File: config.mk
export PLATFORM = sky130hd
export DESIGN_NAME = hdr_ratio_sel
export DESIGN_NICKNAME = d
export VERILOG_FILES = /design/src/rtl/hdr_ratio_sel.sv
export SDC_FILE = /design/constraint.sdc
export NUM_CORES = 1
export LEC_CHECK = 0
export ABC_AREA = 1
export CAP_MARGIN = 10
export CORE_UTILIZATION = 40
export DETAILED_ROUTE_END_ITERATION = 10
export PLACE_DENSITY = 0.83
export RECOVER_POWER = 50
export SYNTH_ARGS = -nofsm -noshare
export SYNTH_HDL_FRONTEND = slang
export SYNTH_SLANG_ARGS = --single-unit
File: constraint.sdc
create_clock -name clk -period 1.7 [get_ports clk]
set_input_delay 0.34 -clock clk [delete_from_list [all_inputs] [get_ports clk]]
set_output_delay 0.34 -clock clk [all_outputs]
set_load 0.02 [all_outputs]
File: src/rtl/hdr_ratio_sel.sv
module hdr_ratio_sel #(
  parameter int WORD_W   = 32,
  parameter int ENC_IDX  = 69,
  parameter int CMP_IDX  = 229,
  parameter int ENC_LSB  = 2,
  parameter int ENC_BITS = 2,
  parameter int CMP_BIT  = 1,
  parameter int RATIO_W  = 2
) (
  input  logic               clk,
  input  logic               rst_n,
  input  logic               sop,
  input  logic               in_valid,
  input  logic               in_ready,
  input  logic [WORD_W-1:0]  in_data,
  input  logic               in_last,
  input  logic               wide,
  output logic [RATIO_W-1:0] ratio,
  output logic               decided,
  output logic               short_err
);
  localparam int CNT_W = $clog2(CMP_IDX + 2);
  localparam logic [CNT_W-1:0] CNT_MAX = '1;
  localparam logic [CNT_W-1:0] ENC_POS = CNT_W'(ENC_IDX);
  localparam logic [CNT_W-1:0] CMP_POS = CNT_W'(CMP_IDX);

  logic [CNT_W-1:0]   cnt;
  logic [CNT_W-1:0]   idx;
  logic               accept;
  logic               enc_q;
  logic               enc_now;
  logic               cmp_now;
  logic [RATIO_W-1:0] ratio_nxt;

  assign accept  = in_valid & in_ready;
  assign idx     = sop ? '0 : cnt;
  assign enc_now = |in_data[ENC_LSB +: ENC_BITS];
  assign cmp_now = ~in_data[CMP_BIT];

  always_comb begin
    if (!cmp_now && !enc_q)
      ratio_nxt = '0;
    else
      ratio_nxt = (cmp_now ? RATIO_W'(2) : RATIO_W'(1)) + RATIO_W'(wide);
  end

  always_ff @(posedge clk) begin
    if (!rst_n) begin
      cnt       <= '0;
      enc_q     <= 1'b0;
      decided   <= 1'b0;
      short_err <= 1'b0;
      ratio     <= '0;
    end else begin
      if (sop) begin
        cnt       <= '0;
        enc_q     <= 1'b0;
        decided   <= 1'b0;
        short_err <= 1'b0;
        ratio     <= '0;
      end
      if (accept) begin
        if (idx != CNT_MAX) cnt <= idx + 1'b1;
        if (idx == ENC_POS) enc_q <= enc_now;
        if (idx == CMP_POS) begin
          decided <= 1'b1;
          ratio   <= ratio_nxt;
        end
        if (in_last && idx < CMP_POS) short_err <= 1'b1;
      end
    end
  end
endmodule


==> results of run 1 <==
==> worst min-delay path: stages (launching register included) <==
cell and delay (ps):
dfxtp_1 320, nand2_1 60, a21oi_1 50
==> kinds of logic (layout without fill, tap and decap cells) <==
family / Yosys count / count (layout)
AO/OA/AOI/OAI: 12 / 12
adder cells (fa/ha/maj): 4 / 4
AND/OR/NAND/NOR: 74 / 74
XOR/XNOR: 1 / 1
flip-flops: 13 / 13
buffers and inverters: 25 / 58
==> flip-flops by register name, indices dropped and copies added, names as in the netlist <==
register and count:
decided 1, cnt 8, enc_q 1, ratio 2, short_err 1
==> area by class of cell <==
cell class	instances	area [um^2]	area share
Multi-Input combinational cell	91	526	0.438
Timing Repair Buffer	31	268	0.223
Sequential cell	13	260	0.217
Inverter	23	86.3	0.0719
Tap cell	27	33.8	0.0282
Clock buffer	4	26.3	0.0219
==> cell usage after synthesis, types with 2 or more instances <==
cell and instances:
a21oi_1 7, dfxtp_1 13, ha_1 4, inv_1 20, inv_2 3, nand2_1 26, nand2_2 4, nand2_4 2
nand3_1 8, nand3_2 2, nand3b_1 2, nand4_1 7, nor2_1 14, nor2_2 2, nor2_4 3, o21ai_0 2
==> path summary, 6_finish.rpt <==
kind	slack, ps	end	depth (start not counted)
worst max-delay path	130	ratio[0]	1
worst min-delay path	470	decided$_SDFF_PN0_	2
worst max register to register	170	enc_q$_SDFF_PN0_	10
worst min register to register	470	decided$_SDFF_PN0_	2
==> through the flow <==
| stage | power, W | setup slack (ps) | hold slack, ps |
|---|---|---|---|
| finish | 0.000595 | 126 | 473 |
| global route | 0.000624 | 47.5 | 498 |
| CTS | 0.000602 | 12.7 | 474 |
| detailed placement | 0.000400 | -275 | 459 |
| global placement | 0.000397 | -257 | 453 |
| floorplan | 0.000355 | 305 | 457 |
==> timing repair <==
action | in CTS | in global routing
setup endpoints to repair | 0 | 11
gates resized for setup | 0 | 4
setup buffers | 0 | 2
hold endpoints to repair | 0 | 0
==> layer usage <==
layer | vias up | track usage | share of wire
met5 | - | 0 | 0
met4 | 0 | 0.0714 | 0.010
met3 | 2 | 0.0309 | 0.019
met2 | 9 | 0.318 | 0.50
met1 | 430 | 0.210 | 0.47
li1 | 478 | - | -
==> power by group through the flow <==
stage                     sequential (W)  combinational, W  clock, W
after global placement          0.000316         0.0000807         0
final                           0.000309         0.0000843  0.000201
after detailed placement        0.000317         0.0000830         0
after CTS                       0.000309         0.0000835  0.000209
after global routing            0.000310         0.0000928  0.000222
after floorplan                 0.000317         0.0000377         0
==> results.toml, run 1 <==
[routing]
post_drt_wl_per_cell_um = 11.0
drt-pass1-iter-count = 4
num_vias = 919
ant_nets = 0
drc = 0
viasPerCell = 4.86
totalWireLength_um = 2080
first_iter_violations = 14

[hold_path]
hp-class = "reg -> reg"
min_from = "decided$_SDFF_PN0_"

[grt]
grt_first_pass_wirelength_um = 3390
grt.overflow.total = 0
grt_pass1_vias = 859
grt_usage = 0.179
grt_max_degree = 9
antenna_found_initial = 0

[sta]
setup_viol = 0
setup_tns_ps = 0
rsz0062_at_grt = "no"
timing.final.hold_violations = 0
worst_slew_pin_slew_ps = 313
period_share = 0.926
max_freq_ghz = 0.635
max_slew_margin = 0.791
finClkSkew_ps = 3.75
period_needed_ps = 1570
slew_viol_final = 0

[placed_design]
dpl_cell_area_mm2 = 0.00116
place_hpwl_um = 1630
place_inst = 183
place_congestion = 0.802
port_buffers = 13

[clock_network]
tritoncts = "done"
cts.clk_slew.worst_paths_ps = 80
htreeDepth = 1
cts_made_buffers = 3
cts_sinks = 13
clockRootBuffer = "clkbuf_4"
hold_buffers = 0
clk_path_buf_depth = 2
worstSkewPairLatency_ps = 280

[worst_setup_path]
startpoint_type = "register"
crit_start = "ratio[0]$_SDFF_PN0_"
cpPeakStageDelay_ps = 610
cp_num_buf_inv = 1
cp.arrival_ps = 1230
critPathMaxFanout = 2
r2r-start = "cnt[0]$_SDFF_PN0_"
path_cells = "clkdlybuf4s50_1"
end_kind = "output port"
cp_slowest_cell = "clkdlybuf4s50_1"
cp_top_family = "buffers and inverters"
cp.required_ps = 1360
worst-setup-path-type = "reg -> out"

[floorplanning]
die_x_um = 49.5
core_region_area_mm2 = 0.00204
ioPinCount = 43
start_util = 0.442
rows = 16
die_h_um = 49.5
die-area_mm2 = 0.00245

[finish]
drive_above_1_share = 0.247
syn2layout_area_growth_pct = 32.8
fin_util = 0.588
nets = 206
final_area_mm2 = 0.00120
layout_commonest_cell = "nand2_1"
nFillCells = 190
mostFrequentLayoutCells = "nand2_1, inv_1, buf_4"
diodes = 0
final_cell_count_no_fill = 189

[yosys]
synth_top_area_share = 0.288
synth_mux_area_frac = 0
netlist_area_um2 = 903
synth-simple-area-share = 0.456
yosys_most_used_dff = "dfxtp_1"
synth_largest_area_cell = "dfxtp_1"
syn-num-nets = 172
synth-async-reset-ratio = 0
synth_adder_area_share = 0.0554
synthTopCellsByArea = "dfxtp_1, nand2_1, inv_1, nor2_1, ha_1"
synth_edf_count = 0
syn_inst = 129
yosysSeqAreaShare = 0.288
synth_top_family_by_area = "simple AND/OR/NAND/NOR gates"
yosys_warnings = 0
ys_seq_elements = 13
synth_compound_area_frac = 0.0706
synthXorXnorAreaFrac = 0.00970
synth_cell_type_count = 26
avgSynthCellArea_um2 = 7.00

[pwr]
power.clock.fraction = 0.338
switching_share = 0.255
p_leak_nw = 0.527
power_frac_seq = 0.520
peakVddDrop_v = 0.000277
p_switching_w = 0.000152
p_per_area_mw_per_mm2 = 496
p_int_w = 0.000443
power_frac_comb = 0.142

[run]
maxCapViolations = 0

[outcome]
outcome = "complete, no violations"
Note: power is estimated with default switching activity, not from simulation.
==> inputs of run 2 (changes only) <==
--- a/config.mk
+++ b/config.mk
@@ -11,6 +11,7 @@
 export DETAILED_ROUTE_END_ITERATION = 10
 export PLACE_DENSITY = 0.83
 export RECOVER_POWER = 50
+export SLEW_MARGIN = 20
 export SYNTH_ARGS = -nofsm -noshare
 export SYNTH_HDL_FRONTEND = slang
 export SYNTH_SLANG_ARGS = --single-unit
==> results of run 2 <==
Final layout, timing and power as in run 1 (identical DEF).
